File: src/rtl/sess_pkg.sv
package sess_pkg;

  typedef enum logic [1:0] {
    SESS_STD  = 2'b00,
    SESS_AUTH = 2'b01,
    SESS_ENC  = 2'b10
  } sess_mode_e;

  localparam int TRIAL_CW = 3;

  // An attempt counts as success only if it passed, did not also fail,
  // and its set is not locked out.
  function automatic logic attempt_ok(input logic pass, input logic fail,
                                      input logic locked);
    return pass & ~fail & ~locked;
  endfunction

  // Saturating consecutive-failure count, cleared by a success.
  function automatic logic [TRIAL_CW-1:0] trial_next(
      input logic [TRIAL_CW-1:0] cnt, input logic ok, input int limit);
    if (ok) return '0;
    if (int'(cnt) >= limit) return cnt;
    return cnt + 1'b1;
  endfunction

  function automatic logic trial_locked(input logic [TRIAL_CW-1:0] cnt,
                                        input int limit);
    return int'(cnt) >= limit;
  endfunction

endpackage

File: src/rtl/sess_trial_bank.sv
module sess_trial_bank #(
  parameter int N_SETS = 8,
  parameter int LIMIT  = 3,
  localparam int IW    = (N_SETS > 1) ? $clog2(N_SETS) : 1
) (
  input  logic              clk,
  input  logic              rst_n,
  input  logic              hit_i,
  input  logic              ok_i,
  input  logic [IW-1:0]     idx_i,
  output logic [N_SETS-1:0] lock_o
);
  import sess_pkg::*;

  for (genvar g = 0; g < N_SETS; g++) begin : g_set
    localparam logic [IW-1:0] MY_IDX = IW'(g);
    logic [TRIAL_CW-1:0] cnt_q;
    logic                sel_w;

    assign sel_w = hit_i && (idx_i == MY_IDX);

    always_ff @(posedge clk or negedge rst_n) begin
      if (!rst_n) begin
        cnt_q <= '0;
      end else if (sel_w) begin
        cnt_q <= trial_next(cnt_q, ok_i, LIMIT);
      end
    end

    assign lock_o[g] = trial_locked(cnt_q, LIMIT);
  end

endmodule

File: src/rtl/sess_pw_grant.sv
module sess_pw_grant #(
  parameter int N_SETS = 8,
  localparam int IW    = (N_SETS > 1) ? $clog2(N_SETS) : 1
) (
  input  logic          clk,
  input  logic          rst_n,
  input  logic          clr_i,
  input  logic          ok_i,
  input  logic          bad_i,
  input  logic [IW-1:0] set_i,
  input  logic          wr_i,
  output logic          read_o,
  output logic          write_o,
  output logic [IW-1:0] set_o
);

  always_ff @(posedge clk or negedge rst_n) begin
    if (!rst_n) begin
      read_o  <= 1'b0;
      write_o <= 1'b0;
      set_o   <= '0;
    end else if (clr_i || bad_i) begin
      read_o  <= 1'b0;
      write_o <= 1'b0;
      set_o   <= '0;
    end else if (ok_i) begin
      read_o  <= 1'b1;
      write_o <= wr_i;
      set_o   <= set_i;
    end
  end

endmodule

File: src/rtl/sess_auth_mode.sv
module sess_auth_mode #(
  parameter int N_KEYS = 4,
  localparam int KW    = (N_KEYS > 1) ? $clog2(N_KEYS) : 1
) (
  input  logic                 clk,
  input  logic                 rst_n,
  input  logic                 clr_i,
  input  logic                 ok_i,
  input  logic                 bad_i,
  input  logic [KW-1:0]        key_i,
  input  logic                 enc_ok_i,
  output sess_pkg::sess_mode_e mode_o,
  output logic [KW-1:0]        key_o
);
  import sess_pkg::*;

  always_ff @(posedge clk or negedge rst_n) begin
    if (!rst_n) begin
      mode_o <= SESS_STD;
      key_o  <= '0;
    end else if (clr_i || bad_i) begin
      mode_o <= SESS_STD;
      key_o  <= '0;
    end else if (ok_i) begin
      mode_o <= SESS_AUTH;
      key_o  <= key_i;
    end else if (enc_ok_i) begin
      mode_o <= SESS_ENC;
    end
  end

endmodule

File: src/rtl/sec_session_guard.sv
module sec_session_guard #(
  parameter int N_PW_SETS   = 8,
  parameter int N_KEY_SETS  = 4,
  parameter int TRIAL_LIMIT = 3,
  localparam int PW_IW      = (N_PW_SETS > 1) ? $clog2(N_PW_SETS) : 1,
  localparam int KEY_IW     = (N_KEY_SETS > 1) ? $clog2(N_KEY_SETS) : 1
) (
  input  logic                  clk,
  input  logic                  rst_n,
  input  logic                  rst_pin_i,
  input  logic                  pw_pass_i,
  input  logic                  pw_fail_i,
  input  logic [PW_IW-1:0]      pw_set_i,
  input  logic                  pw_write_i,
  input  logic                  auth_pass_i,
  input  logic                  auth_fail_i,
  input  logic [KEY_IW-1:0]     auth_key_i,
  input  logic                  enc_activate_i,
  input  logic                  mac_fail_i,
  output logic [1:0]            mode_o,
  output logic                  pw_read_o,
  output logic                  pw_write_o,
  output logic [PW_IW-1:0]      pw_set_o,
  output logic [KEY_IW-1:0]     key_o,
  output logic [N_PW_SETS-1:0]  pw_lock_o,
  output logic [N_KEY_SETS-1:0] key_lock_o
);
  import sess_pkg::*;

  // Named internal events, also observed by the checker.
  logic       abandon_w;
  logic       pw_try_w, pw_ok_w, pw_bad_w;
  logic       au_try_w, au_ok_w, au_bad_w;
  logic       enc_ok_w;
  sess_mode_e mode_q;

  assign abandon_w = rst_pin_i | mac_fail_i;

  assign pw_try_w = (pw_pass_i | pw_fail_i) & ~abandon_w;
  assign pw_ok_w  = pw_try_w & attempt_ok(pw_pass_i, pw_fail_i, pw_lock_o[pw_set_i]);
  assign pw_bad_w = pw_try_w & ~pw_ok_w;

  assign au_try_w = (auth_pass_i | auth_fail_i) & ~abandon_w;
  assign au_ok_w  = au_try_w & attempt_ok(auth_pass_i, auth_fail_i, key_lock_o[auth_key_i]);
  assign au_bad_w = au_try_w & ~au_ok_w;

  assign enc_ok_w = enc_activate_i & ~abandon_w & ~au_try_w & (mode_q != SESS_STD);

  sess_trial_bank #(.N_SETS(N_PW_SETS), .LIMIT(TRIAL_LIMIT)) u_pw_trials (
    .clk    (clk),
    .rst_n  (rst_n),
    .hit_i  (pw_try_w),
    .ok_i   (pw_ok_w),
    .idx_i  (pw_set_i),
    .lock_o (pw_lock_o)
  );

  sess_trial_bank #(.N_SETS(N_KEY_SETS), .LIMIT(TRIAL_LIMIT)) u_key_trials (
    .clk    (clk),
    .rst_n  (rst_n),
    .hit_i  (au_try_w),
    .ok_i   (au_ok_w),
    .idx_i  (auth_key_i),
    .lock_o (key_lock_o)
  );

  sess_pw_grant #(.N_SETS(N_PW_SETS)) u_grant (
    .clk     (clk),
    .rst_n   (rst_n),
    .clr_i   (rst_pin_i),
    .ok_i    (pw_ok_w),
    .bad_i   (pw_bad_w),
    .set_i   (pw_set_i),
    .wr_i    (pw_write_i),
    .read_o  (pw_read_o),
    .write_o (pw_write_o),
    .set_o   (pw_set_o)
  );

  sess_auth_mode #(.N_KEYS(N_KEY_SETS)) u_mode (
    .clk      (clk),
    .rst_n    (rst_n),
    .clr_i    (abandon_w),
    .ok_i     (au_ok_w),
    .bad_i    (au_bad_w),
    .key_i    (auth_key_i),
    .enc_ok_i (enc_ok_w),
    .mode_o   (mode_q),
    .key_o    (key_o)
  );

  assign mode_o = mode_q;

endmodule

File: config.mk
export PLATFORM = sky130hd
export DESIGN_NAME = sec_session_guard
export DESIGN_NICKNAME = d
export VERILOG_FILES = /design/src/rtl/sess_pkg.sv /design/src/rtl/sess_trial_bank.sv /design/src/rtl/sess_pw_grant.sv /design/src/rtl/sess_auth_mode.sv /design/src/rtl/sec_session_guard.sv
export SDC_FILE = /design/constraint.sdc
export NUM_CORES = 1
export LEC_CHECK = 0
export ABC_AREA = 1
export BUFFER_PORTS_ARGS = -buffer_cell sky130_fd_sc_hd__buf_4
export CAP_MARGIN = 15
export CORE_UTILIZATION = 40
export CTS_CLUSTER_DIAMETER = 150
export DETAILED_ROUTE_END_ITERATION = 16
export SYNTH_ARGS = -nofsm -noshare
export SYNTH_HDL_FRONTEND = slang
export SYNTH_HIERARCHICAL = 1
export SYNTH_SLANG_ARGS = --single-unit
File: constraint.sdc
create_clock -name clk -period 3.15 [get_ports clk]
set_input_delay 0.7875 -clock clk [delete_from_list [all_inputs] [get_ports clk]]
set_output_delay 0.7875 -clock clk [all_outputs]
set_load 0.02 [all_outputs]
==> results of run 1 <==
[cells by family (layout without fill, tap and decap cells)]
logic type                 count (synthesis)  after routing  share of synthesized area
DFF                                       45             45                      0.383
buffers and inverters                     72            114                     0.0945
adders and majority gates                 24             24                      0.102
and+or+nand+nor                          283            283                      0.410
AOI/OAI and AO/OA                          5              5                     0.0102
[sequential cells by signal, indices dropped and copies added, names as in the netlist]
| register | cells |
|---|---|
| u_grant/write_o | 1 |
| u_grant/read_o | 1 |
| u_mode/mode_o | 2 |
| u_grant/set_o | 3 |
| u_pw_trials/g_set.cnt_q | 24 |
| u_key_trials/g_set.cnt_q | 12 |
| u_mode/key_o | 2 |
[per-stage QoR]
stage | setup WS [ns] | power [mW]
floorplan | 0.753 | 1.72
CTS | 0.675 | 2.48
global route | 0.397 | 2.70
finish | 0.682 | 2.44
global placement | 0.664 | 2.06
detailed placement | 0.649 | 2.09
[cells in the final DEF, fill, tap and decap left out, types with 3 or more instances in the layout]
cell type,instances
nand3_2,3
dfrtp_1,45
clkbuf_8,6
nor2_2,13
ha_1,24
inv_1,58
clkinv_1,3
nand2_2,9
nand2_1,176
inv_2,10
nor3_1,4
buf_4,36
nor2_1,44
nand3_1,27
nand4_1,3
[cell type report]
| cell class | count | area [um2] |
|---|---|---|
| inverter | 71 | 267 |
| multi-input combinational | 312 | 1530 |
| fill | 744 | 3540 |
| timing repair buffer | 36 | 270 |
| tap | 96 | 120 |
| sequential | 45 | 1130 |
| clock buffer | 7 | 86.3 |
[final timing paths]
check | start | cells after the start | slack [ns] | endpoint
setup / recovery | u_key_trials/g_set[0].cnt_q[0]$_DFFE_PN0P_ | 14 | 0.68 | u_key_trials/g_set[1].cnt_q[2]$_DFFE_PN0P_
min in group clk | u_pw_trials/g_set[7].cnt_q[1]$_DFFE_PN0P_ | 2 | 0.51 | u_pw_trials/g_set[7].cnt_q[1]$_DFFE_PN0P_
hold reg to reg | u_pw_trials/g_set[7].cnt_q[1]$_DFFE_PN0P_ | 2 | 0.51 | u_pw_trials/g_set[7].cnt_q[1]$_DFFE_PN0P_
hold / removal | rst_n | 1 | 0.49 | u_pw_trials/g_set[3].cnt_q[0]$_DFFE_PN0P_
setup reg to reg | u_key_trials/g_set[0].cnt_q[0]$_DFFE_PN0P_ | 14 | 0.68 | u_key_trials/g_set[1].cnt_q[2]$_DFFE_PN0P_
max in group asynchronous | rst_n | 1 | 2.27 | u_mode/mode_o[0]$_DFFE_PN0P_
[synth_stat cells]
cell type and number:
nand3_2 3, buf_6 1, nand2_2 9, nand2_1 176, inv_1 58, o21a_1 2, dfrtp_1 45, o21ai_0 1
nand3_1 27, nor4_1 1, nand4_1 3, o21ai_1 2, nor3_1 4, clkinv_1 3, nand3b_1 1, nor2_1 44
inv_2 10, nor2_2 13, nor2_4 2, ha_1 24
[routing by layer]
layer	GRT usage	vias up	wire (um)
li1	-	1383	-
met1	0.231	1172	3150
met2	0.267	32	2610
met3	0.0396	5	226
met4	0.0537	0	76
met5	0	-	0
[power groups by stage]
stage               logic, mW  clock network (mW)  registers, mW
global placement         1.14                   0          0.916
CTS                      1.18               0.386          0.911
global route             1.35               0.410          0.939
detailed placement       1.17                   0          0.920
finish                   1.16               0.372          0.911
floorplan               0.828                   0          0.888
[worst register-to-register path: cells and delay by family (launching register included)]
| kind | cells | cell delay, ns |
|---|---|---|
| simple gates | 10 | 1.30 |
| flops | 1 | 0.41 |
| fa+ha+maj | 2 | 0.38 |
| buf+inv | 1 | 0.20 |
| compound gates | 1 | 0.08 |
==> impl_results.md, run 1 <==
* Status: completed
* Max Fclk at 405 MHz
* Worst Path Required at 3.34 ns
* Drt total wl at 6.06 mm
* CP delay by family, top: simple AND/OR/NAND/NOR gates
* CTS-repair resized insts at 0
* Worst skew pair latency at 0.30 ns
* Maximum number of pins on one net before global-route repair at 46
* Gate power share at 0.475
* Hold slack final at 0.489 ns
* Total die area at 7690 um2
* Leakage at 2.03 nW
* Worst-path maximum fanout at 9
* CP arrival at 2.66 ns
* Kind of critical path: register to register
* Clk_skew at 0.00439 ns
* DRC at 0
* Synth unique cells at 20
* Placed cell area at 3320 um2
* Mapped Cells at 429
* Design area at 3400 um2
* Final layout net count at 510
* Worst min-delay path category: input port to async pin
* Final ANT Viol Nets at 0
* Vias per cell at 4.57
* Post-Syn Nets at 468
* Post-Syn Area at 2940 um2
* Num ports at 36
* Min cycle time layout at 2.47 ns
* CTS buffer count at 5
* Placer Congestion at 0.734
* Finished Layout Cells at 567
* Share of power burned in registers at 0.373
* Drt pass-1 iters at 4
* Vias in the first global route at 2367
* Maximum vdd drop at 290 uV
* Drt wl/cell at 10.7 um
* GRT Total Usage at 0.170
* Worst-Margin Slew at 0.581 ns
* Die Wd at 87.7 um
* CP bufs+invs at 1
* NetSw at 1.07 mW
* Antenna diodes at 0
* Clock transition at path regs at 0.08 ns
* Area Overhead vs Synth at 15.8%
* Yosys warns at 6
* Num rows at 30
* Final hold vios at 0
* Sequential share of the synthesized area at 0.383
* Via count at 2592
* Setup TNS at 0 ns
* Initial antenna violation count at 0
* Int Pwr at 1.37 mW
* #FFs+latches synth at 45
* Buffer count from post-CTS setup fixing at 0
* Critical Path Slowest Stage Cell: nor2_1
* Power share of the clock group at 0.152
* # placed instances at 560
* CP endpoint kind: register
* Final Cycle Share at 0.784
* Final core occ at 0.490
* TritonCTS clock tree: yes
* Hold Buf Count CTS at 0
* Switching share of power at 0.437
* Global-route wire length before repair at 10.3 mm
* Iteration-0 DRC count of the detailed router at 127
* Htree depth at 2
* Clk buf depth at 2
* Fin. max-slew vios at 0
* Power density cells at 718 nW/um2
* Die H at 87.7 um
* Worst path cell trace: ha_1, ha_1, nor2_1, nand2_1, nor2_1, nor2_1, o21ai_1, nand4_1, nor2_1, inv_2, nand2_1, nand2_2, nand2_1, nand2_1
* Max incr delay on CP at 0.42 ns
* Starting Density at 0.423
* Average cell area after synthesis at 6.85 um2
* Port Buffers at 35
* Finish-stage setup viols at 0
* Yosys top cell area share at 0.383
* Ratio of cells with drive above 1 in the final layout at 0.168
* Hpwl dp at 4.66 mm
* Overflow after GRT at 0
* Root Driver: clkbuf_8
* Max Cap Viol at 0
* RSZ-0062 raised after global routing: no
* Core Region at 6940 um2
* Yosys top cell by area: dfrtp_1
* Largest cells by area after synthesis: dfrtp_1, nand2_1, ha_1, inv_1, nor2_1
* Clock net sink count at 45
* Crit start category: register
* Relative slew slack at 0.613
(Power assumes the default switching activity.)
==> inputs of run 2 (changes only) <==
--- a/config.mk
+++ b/config.mk
@@ -5,7 +5,7 @@
 export SDC_FILE = /design/constraint.sdc
 export NUM_CORES = 1
 export LEC_CHECK = 0
-export ABC_AREA = 1
+export ABC_AREA = 0
 export BUFFER_PORTS_ARGS = -buffer_cell sky130_fd_sc_hd__buf_4
 export CAP_MARGIN = 15
 export CORE_UTILIZATION = 40
==> constraint.sdc (replaced) <==
create_clock -name clk -period 2.3 [get_ports clk]
set_input_delay 0.575 -clock clk [delete_from_list [all_inputs] [get_ports clk]]
set_output_delay 0.575 -clock clk [all_outputs]
set_load 0.02 [all_outputs]
==> run 2 against run 1 <==
  * The flow now finishes with violations (setup timing)
  * Fmax down 4.3%
  * Sequential power up 6.7%
  * Synthesized area down 3.2%
  * Global-route usage up 5.5 points
  * Sequential share of layout area down 7.9 points
  * Combinational power up 14%
  * Largest power group unchanged
  * Highest routed layer unchanged
==> impl_results.md, run 2 <==
* FFs w/ async S/R, synth at 1.00 (unchanged)
* Die H at 86.3 um (-1.6%)
* Min cycle time layout at 2.58 ns (+0.110 ns)
* Total die area at 7450 um2 (-3.2%)
* Most frequent cells after synthesis: dfrtp_1, nor3_1, ha_1
* GRT Total Usage at 0.225 (+0.0555)
* Yosys top cell area share at 0.396 (+0.0128)
* Worst reg2reg path depth at 11 (-3)
* Post-Syn Nets at 315 (-33%)
* Area Overhead vs Synth at 57.0%
* DRC at 0 (unchanged)
* Placed cell area at 3920 um2 (+18%)
* Antenna diodes at 0 (unchanged)
* Worst-Margin Slew at 0.588 ns (+0.00703 ns)
* Failing checks: setup timing
* Post-synth EDFFs at 0 (unchanged)
* Leakage at 1.82 nW (-11%)
* Average cell area after synthesis at 10.3 um2 (+50%)
* Fin. max-slew vios at 0 (unchanged)
* Hold slack final at 0.253 ns (-0.235 ns)
* Final layout net count at 444 (-13%)
* Worst path cell trace: ha_2, ha_4, a211o_4, mux2_4, a2bb2oi_4, a211oi_4, buf_6, buf_6, nand3b_1, o21ai_1, o41ai_1
* Post-Syn Area at 2840 um2 (-3.2%)
* Vias per cell at 5.46 (+19%)
* Drt total wl at 7.92 mm (+31%)
* CTS buffer count at 5 (unchanged)
* Crit-path most repeated cell: buf_6
* Clock net sink count at 45 (unchanged)
* Reg2reg end: u_pw_trials/g_set[4].cnt_q[2]$_DFFE_PN0P_
* Synth unique cells at 57 (+190%)
* Top layer in use: met4
* Global-route wire length before repair at 13.2 mm (+28%)
* Finished Layout Cells at 502 (-11%)
* Clock transition at path regs at 0.09 ns (about the same)
* #FFs+latches synth at 45 (unchanged)
* Placer Congestion at 0.804 (+9.5%)
* Via count at 2739 (+5.7%)
* Biggest register: u_pw_trials/g_set.cnt_q
* # placed instances at 474 (-15%)
* Maximum number of pins on one net before global-route repair at 46 (unchanged)
* Final worst slack at -0.279 ns (-0.960 ns)
* Largest register FFs at 24 (unchanged)
* CP arrival at 2.78 ns (+0.12 ns)
* Setup TNS at -8.14 ns (-8.14 ns)
* Prevailing post-synth register cell: dfrtp_1
* Num ports at 36 (unchanged)
* RR Startpoint: u_pw_trials/g_set[5].cnt_q[1]$_DFFE_PN0P_
* Worst Setup SP: u_pw_trials/g_set[5].cnt_q[1]$_DFFE_PN0P_
* Design area at 4460 um2 (+31%)
* Worst min-delay path category: input port to async pin
* Finish-stage setup viols at 45 (+45)
* Crit path to: u_pw_trials/g_set[4].cnt_q[2]$_DFFE_PN0P_
* Port Buffers at 35 (unchanged)
* Reg2reg setup slack at -0.28 ns (-0.96 ns)
* Yosys top cell by area: dfrtp_1
* Drt pass-1 iters at 4 (unchanged)
* Num rows at 30 (unchanged)
* Ratio of cells with drive above 1 in the final layout at 0.515 (+0.347)
* CP endpoint kind: register
* Die Wd at 86.3 um (-1.6%)
* Iteration-0 DRC count of the detailed router at 102 (-20%)
* Worst-path maximum fanout at 4 (-5)
* CP delay by family, top: compound AO/OA/AOI/OAI gates
* Largest cells by area after synthesis: dfrtp_1, ha_1, nor3_1, a211o_1, mux2i_1
* Status: complete, but fails checks
* Hpwl dp at 5.61 mm (+20%)
* Final Cycle Share at 1.12 (+0.338)
* DR WL met2 at 3.90 mm (+49%)
* Hold Buf Count CTS at 0 (unchanged)
* Maximum vdd drop at 374 uV (+29%)
* Initial antenna violation count at 0 (unchanged)
* Critical Path Slowest Stage Cell: dfrtp_1
* WL met1 at 3.72 mm (+18%)
* Power density cells at 625 nW/um2 (-13%)
* Clk buf depth at 2 (unchanged)
* Htree depth at 2 (unchanged)
* Worst skew pair latency at 0.31 ns (about the same)
* RSZ-0062 raised after global routing: yes
* Core Region at 6830 um2 (-1.6%)
* Max Fclk at 388 MHz (-4.3%)
* Most frequent cells in the layout: buf_4, dfrtp_1, nor3_1
* Clk_skew at 0.00890 ns (+0.00452 ns)
* Drt wl/cell at 15.8 um (+48%)
* Final hold vios at 0 (unchanged)
* Critical path depth at 11 (-3)
* TritonCTS clock tree: yes
* Worst Path Required at 2.50 ns (-0.84 ns)
* Relative slew slack at 0.608 (-0.00468)
* Mapped Cells at 276 (-36%)
* Kind of critical path: register to register
* Overflow after GRT at 0 (unchanged)
* Vias in the first global route at 2742 (+16%)
* Root Driver: clkbuf_8
* Starting Density at 0.416 (-0.00695)
* Yosys warns at 6 (unchanged)
* Final ANT Viol Nets at 0 (unchanged)
* Sequential share of the synthesized area at 0.396 (+0.0128)
* Regs by FF count: u_pw_trials/g_set.cnt_q: 24 flops, u_key_trials/g_set.cnt_q: 12 flops, u_grant/set_o: 3 flops
* Crit start category: register
* Final Power at 2.79 mW (+14%)
* Max incr delay on CP at 0.40 ns (-0.02 ns)
* Most frequent cell after synthesis: dfrtp_1
* Commonest non-fill, non-tap cell in the layout: buf_4
* Metal3 WL at 215 um (-4.9%)
* CP bufs+invs at 2 (+1)
* Max Cap Viol at 0 (unchanged)
-- run 2: cell types whose count changed after synthesis, moves of 7 or more --
| cell | change |
|---|---|
| nor3_1 | +22 |
| a211o_1 | +12 |
| nor2_1 | -30 |
| nand2_2 | -9 |
| mux2i_1 | +9 |
| nand3_1 | -20 |
| a221o_1 | +7 |
| o41ai_1 | +7 |
| nor2_2 | -13 |
| o21ai_0 | +8 |
| inv_1 | -40 |
| nand2_1 | -166 |
| inv_2 | -10 |
-- run 2: cells by family after synthesis --
family,after synthesis,synth area share
simple gates,92,0.181
compound gates,74,0.221
flops,45,0.396
buf+inv,28,0.0418
fa+ha+maj,24,0.106
mux,13,0.0541
-- run 2: worst min path at each step --
| stage | to | cells after the start | slack (ns) |
|---|---|---|---|
| floorplan | u_grant/read_o$_DFFE_PN0P_ | 0 | 0.28 |
| global placement | u_pw_trials/g_set[5].cnt_q[2]$_DFFE_PN0P_ | 2 | 0.52 |
| detailed placement | u_pw_trials/g_set[5].cnt_q[2]$_DFFE_PN0P_ | 2 | 0.53 |
| CTS | u_key_trials/g_set[1].cnt_q[0]$_DFFE_PN0P_ | 1 | 0.29 |
| global route | u_key_trials/g_set[1].cnt_q[0]$_DFFE_PN0P_ | 1 | 0.32 |
| finish | u_key_trials/g_set[1].cnt_q[0]$_DFFE_PN0P_ | 1 | 0.25 |
-- run 2: metal layers --
metal  GRT usage  up-vias
li1            -     1344
met1       0.300     1346
met2       0.385       40
met3      0.0324        9
met4      0.0576        0
met5           0        -
-- run 2: timing repair --
item / in CTS / in global routing
setup buffers: 11 / 14
resized for setup: 27 / 42
pin swaps: 16 / 25
endpoints found under the setup margin: 42 / 52
-- run 2: worst register-to-register path: cells and delay by family (launching register included) --
family / cells / cell delay (ns)
mux: 1 / 0.28
simple gates: 1 / 0.18
flops: 1 / 0.40
buf+inv: 2 / 0.24
compound gates: 5 / 1.01
fa+ha+maj: 2 / 0.35
-- run 2: cell type report --
| class | instances | area (um2) |
|---|---|---|
| well taps | 96 | 120 |
| multi-input cells | 203 | 1980 |
| clock buffers | 7 | 76.3 |
| flip-flops and latches | 45 | 1130 |
| clock inverters | 1 | 7.51 |
| fillers | 552 | 2370 |
| inverters | 19 | 80.1 |
| repair buffers | 131 | 1070 |
-- run 2: stage by stage --
step,setup slack [ns],utilization
2_1_floorplan,-0.495,-
3_5_place_dp,-0.324,0.573
5_1_grt,-0.357,0.653
3_3_place_gp,-0.293,0.573
4_1_cts,-0.246,0.617
6_report,-0.279,0.653
-- run 2: power breakdown --
group | internal, mW | switching [mW]
Clock | 0.216 | 0.286
Sequential | 0.905 | 0.0666
Combinational | 0.714 | 0.604
Total | 1.83 | 0.957
